`config.mk`:
```
export PLATFORM = sky130hd
export DESIGN_NAME = brc_resolver
export DESIGN_NICKNAME = d
export VERILOG_FILES = /design/src/rtl/brc_pkg.sv /design/src/rtl/brc_field_decode.sv /design/src/rtl/brc_cond_eval.sv /design/src/rtl/brc_addr_gen.sv /design/src/rtl/brc_resolver.sv
export SDC_FILE = /design/constraint.sdc
export NUM_CORES = 1
export LEC_CHECK = 0
export ABC_AREA = 0
export BUFFER_PORTS_ARGS = -buffer_cell sky130_fd_sc_hd__clkbuf_2
export CORE_UTILIZATION = 50
export CTS_CLUSTER_SIZE = 25
export DETAILED_ROUTE_END_ITERATION = 10
export PLACE_DENSITY = 0.84
export SYNTH_ARGS = -nofsm -noshare
export SYNTH_HDL_FRONTEND = slang
export SYNTH_SLANG_ARGS = --single-unit
```
`constraint.sdc`:
```
create_clock -name clk -period 6.3 [get_ports clk]
set_input_delay 1.26 -clock clk [delete_from_list [all_inputs] [get_ports clk]]
set_output_delay 1.26 -clock clk [all_outputs]
set_load 0.02 [all_outputs]
```
`src/rtl/brc_pkg.sv`:
```
package brc_pkg;
  localparam int INSN_W  = 32;
  localparam int IMM_W   = 16;
  localparam int MASK_W  = 4;
  localparam int CC_W    = 2;
  localparam int NUM_CC  = 1 << CC_W;

  typedef enum logic [CC_W-1:0] {
    CC_ZERO = 2'b00,
    CC_LOW  = 2'b01,
    CC_HIGH = 2'b10,
    CC_OVF  = 2'b11
  } cond_code_e;

  typedef struct packed {
    logic [7:0]        opcode;
    logic [MASK_W-1:0] mask;
    logic [3:0]        ext;
    logic [IMM_W-1:0]  imm;
  } brc_word_t;
endpackage

```
`src/rtl/brc_field_decode.sv`:
```
module brc_field_decode
  import brc_pkg::*;
#(
  parameter logic [7:0] OPCODE_VAL = 8'hA7,
  parameter logic [3:0] EXT_VAL    = 4'h4
) (
  input  logic [INSN_W-1:0] insn,
  output logic [MASK_W-1:0] mask,
  output logic [IMM_W-1:0]  imm,
  output logic              legal
);
  brc_word_t w;

  always_comb begin
    w     = brc_word_t'(insn);
    mask  = w.mask;
    imm   = w.imm;
    legal = (w.opcode == OPCODE_VAL) && (w.ext == EXT_VAL);
  end
endmodule

```
`src/rtl/brc_cond_eval.sv`:
```
module brc_cond_eval
  import brc_pkg::*;
(
  input  logic [MASK_W-1:0] mask,
  input  logic [CC_W-1:0]   cc,
  input  logic              legal,
  output logic              taken
);
  logic [NUM_CC-1:0] hit;

  // Code value i is selected by mask bit (NUM_CC-1-i): MSB pairs with code 0.
  for (genvar i = 0; i < NUM_CC; i++) begin : g_code
    assign hit[i] = mask[NUM_CC-1-i] && (cc == CC_W'(i));
  end

  assign taken = legal && (|hit);
endmodule

```
`src/rtl/brc_addr_gen.sv`:
```
module brc_addr_gen
  import brc_pkg::*;
#(
  parameter int ADDR_W = 32
) (
  input  logic [ADDR_W-1:0] insn_addr,
  input  logic [IMM_W-1:0]  imm,
  input  logic              taken,
  output logic [ADDR_W-1:0] next_addr
);
  localparam int INSN_BYTES = INSN_W / 8;
  localparam int EXT_BITS   = ADDR_W - IMM_W - 1;

  logic [ADDR_W-1:0] byte_off;
  logic [ADDR_W-1:0] target;
  logic [ADDR_W-1:0] seq;

  always_comb begin
    byte_off  = {{EXT_BITS{imm[IMM_W-1]}}, imm, 1'b0};
    target    = insn_addr + byte_off;
    seq       = insn_addr + ADDR_W'(INSN_BYTES);
    next_addr = taken ? target : seq;
  end
endmodule

```
`src/rtl/brc_resolver.sv`:
```
module brc_resolver
  import brc_pkg::*;
#(
  parameter int         ADDR_W     = 32,
  parameter logic [7:0] OPCODE_VAL = 8'hA7,
  parameter logic [3:0] EXT_VAL    = 4'h4
) (
  input  logic              clk,
  input  logic              rst,
  input  logic              in_valid,
  input  logic [31:0]       insn,
  input  logic [ADDR_W-1:0] insn_addr,
  input  logic [1:0]        cc,
  output logic              out_valid,
  output logic              out_taken,
  output logic              out_illegal,
  output logic [ADDR_W-1:0] out_next_addr
);
  logic [MASK_W-1:0] mask;
  logic [IMM_W-1:0]  imm;
  logic              legal;
  logic              taken_c;
  logic [ADDR_W-1:0] next_c;

  brc_field_decode #(.OPCODE_VAL(OPCODE_VAL), .EXT_VAL(EXT_VAL)) u_dec (
    .insn  (insn),
    .mask  (mask),
    .imm   (imm),
    .legal (legal)
  );

  brc_cond_eval u_cond (
    .mask  (mask),
    .cc    (cc),
    .legal (legal),
    .taken (taken_c)
  );

  brc_addr_gen #(.ADDR_W(ADDR_W)) u_addr (
    .insn_addr (insn_addr),
    .imm       (imm),
    .taken     (taken_c),
    .next_addr (next_c)
  );

  always_ff @(posedge clk) begin
    if (rst) begin
      out_valid     <= 1'b0;
      out_taken     <= 1'b0;
      out_illegal   <= 1'b0;
      out_next_addr <= '0;
    end else begin
      out_valid <= in_valid;
      if (in_valid) begin
        out_taken     <= taken_c;
        out_illegal   <= !legal;
        out_next_addr <= next_c;
      end
    end
  end
endmodule

```
Yosys cells after proc, flatten, opt, wreduce, memory -nomap -nowiden. Index checks and enable logic that the tools add are counted.

Add/subtract/negate cells: 2. Equal/unequal tests: 5. Mux-type cells: 1. Reduce and logical (&&, ||, !) cells: 9.

Operators by type and width (number): adder 32 x 3 -> 32 bit, second input constant (1); adder 32 bit (1); two-way mux 32 bit (1); equality test 8 bit, second input constant (1); logical AND 1 bit (6); equality test 2 bit, second input constant (2); equality test 4 x 3 -> 1 bit, second input constant (1); OR reduction 4 bit (1); equality test 2 x 1 -> 1 bit, second input constant (1); zero test 2 bit (1); zero test 1 bit (1).

Flip-flop bits (word level): 35. Bits of input ports: 69. Output and inout port bits: 35. Logic and storage cells: 21.

Depth between registers and ports, before layout.
Depth after elaboration: 5. Mapped depth: 12.

Cells and area by module. A second synthesis with hierarchy kept.

Cells, all modules: 529. Area, all modules: 4202.8 um2.

Modules (own cells, without submodules): brc_addr_gen (instances 1, cells each 391, area an instance 2717.6 um2, sequential area each 0.0 um2); brc_resolver (instances 1, cells each 112, area an instance 1266.2 um2, sequential area each 700.7 um2); brc_field_decode (instances 1, cells each 24, area an instance 190.2 um2, sequential area each 0.0 um2); brc_cond_eval (instances 1, cells each 2, area an instance 28.8 um2, sequential area each 0.0 um2).

Worst setup path after synthesis. OpenSTA, ideal clock, no wires.

Kind: input -> register. Start: in insn[0]. End: reg out_next_addr[29]. Setup time: 0.103 ns. Data arrival time: 3.404 ns. Required time: 6.197 ns. Setup slack: 2.792 ns. Cell stages on the path: 12. Path through: ha_1 -> inv_1 -> fa_1 -> and2b_1 -> o211ai_1 -> a31oi_1 -> o21bai_1 -> a21oi_1 -> o221ai_1 -> o21ai_1 -> xnor2_1 -> a2111oi_2.

Cells in the longest elaborated chain, start to end: 2.

Ends and longest elaborated chain: start: declaration (RTL line brc_resolver.sv:11) `input logic [31:0] insn,`; adder 32 bit (RTL line brc_addr_gen.sv:20) `target = insn_addr + byte_off;`; two-way mux 32 bit (RTL line brc_addr_gen.sv:22) `next_addr = taken ? target : seq;`; end signal: assignment (RTL line brc_resolver.sv:57) `out_next_addr <= next_c;`; end: declaration (RTL line brc_resolver.sv:17) `output logic [ADDR_W-1:0] out_next_addr`.

Every way passes these cells. A chain may end at the register's enable or synchronous reset.

Final worst setup path.
Start: in insn_addr[1]. End: reg out_next_addr[29].

Cells in the longest elaborated chain, start to end: 2. Elaborated cells between the ends (all ways): 3. Those cells by class: 2 x add/sub; 1 x mux.

Ends and longest elaborated chain: start: declaration (RTL line brc_resolver.sv:12) `input logic [ADDR_W-1:0] insn_addr,`; adder 32 x 3 -> 32 bit / adder 32 bit (equally long branches) (RTL line brc_addr_gen.sv:21, brc_addr_gen.sv:20); two-way mux 32 bit * (RTL line brc_addr_gen.sv:22).

Every way passes the cells marked *; elsewhere a longest branch is shown, timed or not.

==> impl_results.rst <==
.. list-table::
   :header-rows: 1

   * - Metric
     - Value
   * - Final WL
     - between 10 and 15 mm
   * - Flip-flop and latch count after synthesis
     - 35
   * - Share of the clock period used by the worst path after layout
     - 0.591
   * - CP required
     - between 6 and 7 ns
   * - Slew at the pin closest to its max-slew limit
     - roughly 0.8 ns
   * - Global-route wire length before repair
     - between 15 and 20 mm
   * - Worst slew slack as a fraction of its limit
     - 0.467
   * - Type of the tightest min-delay check
     - reg -> reg
   * - H-tree levels
     - 2
   * - Buffers from clock root to sink, at most
     - 2
   * - Pin count of the biggest net entering global routing
     - 47
   * - Endpoint arrival time on the critical path
     - roughly 3.9 ns
   * - Count of pins over their slew limit
     - 0
   * - Share of layout cells above drive strength 1
     - 0.217
   * - Clock tree sinks
     - 35
   * - Number of enable flip-flop cells after synthesis
     - 0
   * - Overall die width
     - roughly 86 µm
   * - Synthesized instance count
     - about 480
   * - Detailed placer's ending HPWL
     - ~7.9 mm
   * - Leakage power
     - around 2.0 nW
   * - Clock tree from TritonCTS
     - yes
   * - Final-layout worst hold slack
     - about 0.45 ns
   * - Worst setup timing slack at the placement stage
     - 2.32 ns
   * - Critical path capture point type
     - register
   * - Core region area
     - slightly below 0.007 mm²
   * - Die ar.
     - roughly 0.0075 mm²
   * - Area share of the largest cell type after synthesis
     - 0.196
   * - Post-cts hold buffer count
     - 0
   * - Met1 usage
     - 0.393
   * - CP Launch Type
     - input pin
   * - Count of filler cells inserted in the layout
     - around 670
   * - Biggest fanout along the worst timing path
     - 3
   * - Setup repair bufs after CTS
     - 0
   * - Summed negative setup slack over all endpoints
     - 0 ns
   * - Peak VDD IR
     - roughly 0.09 mV
   * - Core Rows
     - 30
   * - Reg clk slew, reported paths
     - around 0.07 ns
   * - Final setup slack of the worst path
     - between 2 and 3 ns
   * - Residual DRC count
     - 0
   * - Met3 capacity usage during global routing
     - 0.0276
   * - Total Routing Usage GR
     - 0.269
   * - 1st-pass router iterations
     - 5
   * - Clock latency of the later-clocked register in the worst-skew pair
     - about 0.27 ns
   * - Buf+Inv Stages, Crit Path
     - 2
   * - Standard cell with the maximum stage delay on the critical path
     - a31oi_1
   * - Fin. Hold Viols
     - 0
   * - Die Ht
     - between 80 and 90 µm
   * - Initial core utilization
     - 0.522
   * - Worst setup path class
     - in -> reg
   * - Setup skew after layout
     - 0 ns
   * - Synthesized Nets
     - between 500 and 600
   * - Cell taking the most area after synthesis
     - dfxtp_1
   * - Final critical-path required period
     - roughly 3.7 ns
   * - Yosys cell types
     - 51
   * - Via density per instance
     - approximately 5.7
   * - Yosys Warn Count
     - 0
   * - Number of buffers added by the clock tree synthesis step
     - 5
   * - Ordered list of cells on the worst path
     - clkbuf_2 -> ha_1 -> inv_1 -> fa_1 -> and2b_1 -> o211ai_1 -> a31oi_1 -> o21bai_1 -> a21oi_1 -> o221ai_1 -> o21ai_1 -> xnor2_1 -> a2111oi_2
   * - Ports
     - 104
   * - Crit path largest cell delay
     - 0.39 ns
   * - Total power per unit cell area
     - 166 mW/mm²
   * - Maximum clock rate
     - around 270 MHz
   * - Global Route met2 Usage
     - 0.426
   * - Initial antenna violation count
     - 0
   * - Via count
     - 3840
   * - ANT cells
     - 0
   * - DRC marker count from the first detailed-route iteration
     - around 390
   * - Leading cell types by total area after synthesis
     - dfxtp_1 (20%), ha_1 (11%), xnor2_1 (7.6%), a21oi_1 (7.4%), nor2_1 (6.0%)
   * - Most instantiated flip-flop cell in the synthesis netlist
     - dfxtp_1
   * - Synth-to-Final Area Change
     - 17.9%
   * - Unrepaired setup endpoints after global routing
     - no
   * - Root Buffer
     - clkbuf_8
   * - Final standard cell utilization of the core
     - 0.616
   * - Most crowded layer after global routing
     - met2
   * - Average detailed-routed wire length per instance
     - between 15 and 20 µm
   * - Run status
     - finished clean
   * - Finish-stage setup viols
     - 0
   * - Net count, final
     - 672
   * - Number of global-route vias before repair
     - between 3000 and 4000
   * - Critical path's top delay family
     - compound AO/OA/AOI/OAI gates
   * - Area of the mapped netlist
     - roughly 0.0036 mm²
   * - Number of gates resized after cts
     - 0
   * - Number of nets with antenna violations after detailed routing
     - 0
   * - Final RePlAce weighted congestion
     - around 1
   * - Portion of the post-synthesis area used by sequential elements
     - 0.196
   * - Max capacitance violation total
     - 0
   * - Number of input and output port buffers inserted
     - between 100 and 150
   * - Residual overflow from global routing
     - 0
   * - Ys async rst share
     - 0
   * - Mean post-synth cell area
     - approximately 7.4 µm²
-- layout by cell type (no fill, tap or decap), drive strengths merged, types with 17 or more instances in the layout --
cell	instances
a21o	17
a21oi	54
clkbuf	110
dfxtp	35
ha	31
nand2	50
nand3	21
nor2	59
o21ai	32
xnor2	31
xor2	22
-- worst min-delay path, delay by kind of cell, from the launching register on --
kind | cells | cell delay [ns]
DFF | 1 | 0.31
and+or+nand+nor | 2 | 0.09
-- registers in the layout (all words and copies together), names as in the netlist --
name	count
out_illegal	1
out_next_addr	32
out_taken	1
out_valid	1
-- logic make-up (layout without fill, tap and decap cells) --
| group | Yosys count | in the layout | share of synthesized area |
|---|---|---|---|
| AOI/OAI and AO/OA | 146 | 146 | 0.266 |
| xor gates and xnor gates | 53 | 53 | 0.130 |
| adders and majority gates | 32 | 32 | 0.114 |
| buffers and inverters | 34 | 123 | 0.0358 |
| DFF | 35 | 35 | 0.196 |
| muxes | 9 | 9 | 0.0288 |
| and+or+nand+nor | 174 | 174 | 0.228 |
-- layout make-up --
type	count	area, µm²	share of cell area
inverters	11	41.3	0.00982
repair buffers	104	523	0.124
flip-flops and latches	35	701	0.167
clock inverters	1	5.00	0.00119
well taps	96	120	0.0286
clock buffers	7	76.3	0.0181
multi-input cells	414	2740	0.651
-- per-stage QoR --
stage               area, µm²  power [mW]  instances
finish                   4210       0.697        668
global route             4210       0.738        668
CTS                      4210       0.695        668
detailed placement       4120       0.538        660
global placement         4120       0.533        660
floorplan                3570       0.448        483
-- metal layers --
metal,wire length (µm),share of wire,vias up
li1,-,-,1920
met1,4770,0.47,1764
met2,4560,0.45,142
met3,622,0.062,14
met4,120,0.012,0
met5,0,0,-
-- report_power, final --
group	internal, mW	total (mW)	switching [mW]
combinational	0.120	0.296	0.177
clock	0.0777	0.159	0.0811
sequential	0.235	0.242	0.00741
-- cell usage after synthesis (3+ instances only) --
library cell,count
xor2_1,22
inv_1,11
clkbuf_1,23
xnor2_1,31
o21a_1,3
o211ai_1,6
a21o_1,16
dfxtp_1,35
nand3_1,21
ha_1,31
nand4_1,14
mux2i_1,8
and3_1,8
o21bai_1,5
nand2_1,50
nor2_1,57
a211oi_1,10
and2_1,4
a31oi_1,5
nor3_1,6
a21oi_1,53
o21ai_0,28
-- worst paths after layout --
| kind | slack [ns] | startpoint | end | depth (start not counted) |
|---|---|---|---|---|
| setup / recovery | 2.58 | insn_addr[1] | out_next_addr[29]$_SDFFE_PP0P_ | 13 |
| setup reg to reg | 5.38 | out_next_addr[29]$_SDFFE_PP0P_ | out_next_addr[29]$_SDFFE_PP0P_ | 2 |
| hold reg to reg | 0.45 | out_next_addr[20]$_SDFFE_PP0P_ | out_next_addr[20]$_SDFFE_PP0P_ | 2 |
| hold / removal | 0.45 | out_next_addr[20]$_SDFFE_PP0P_ | out_next_addr[20]$_SDFFE_PP0P_ | 2 |
Power figures use the tool's default switching activity.
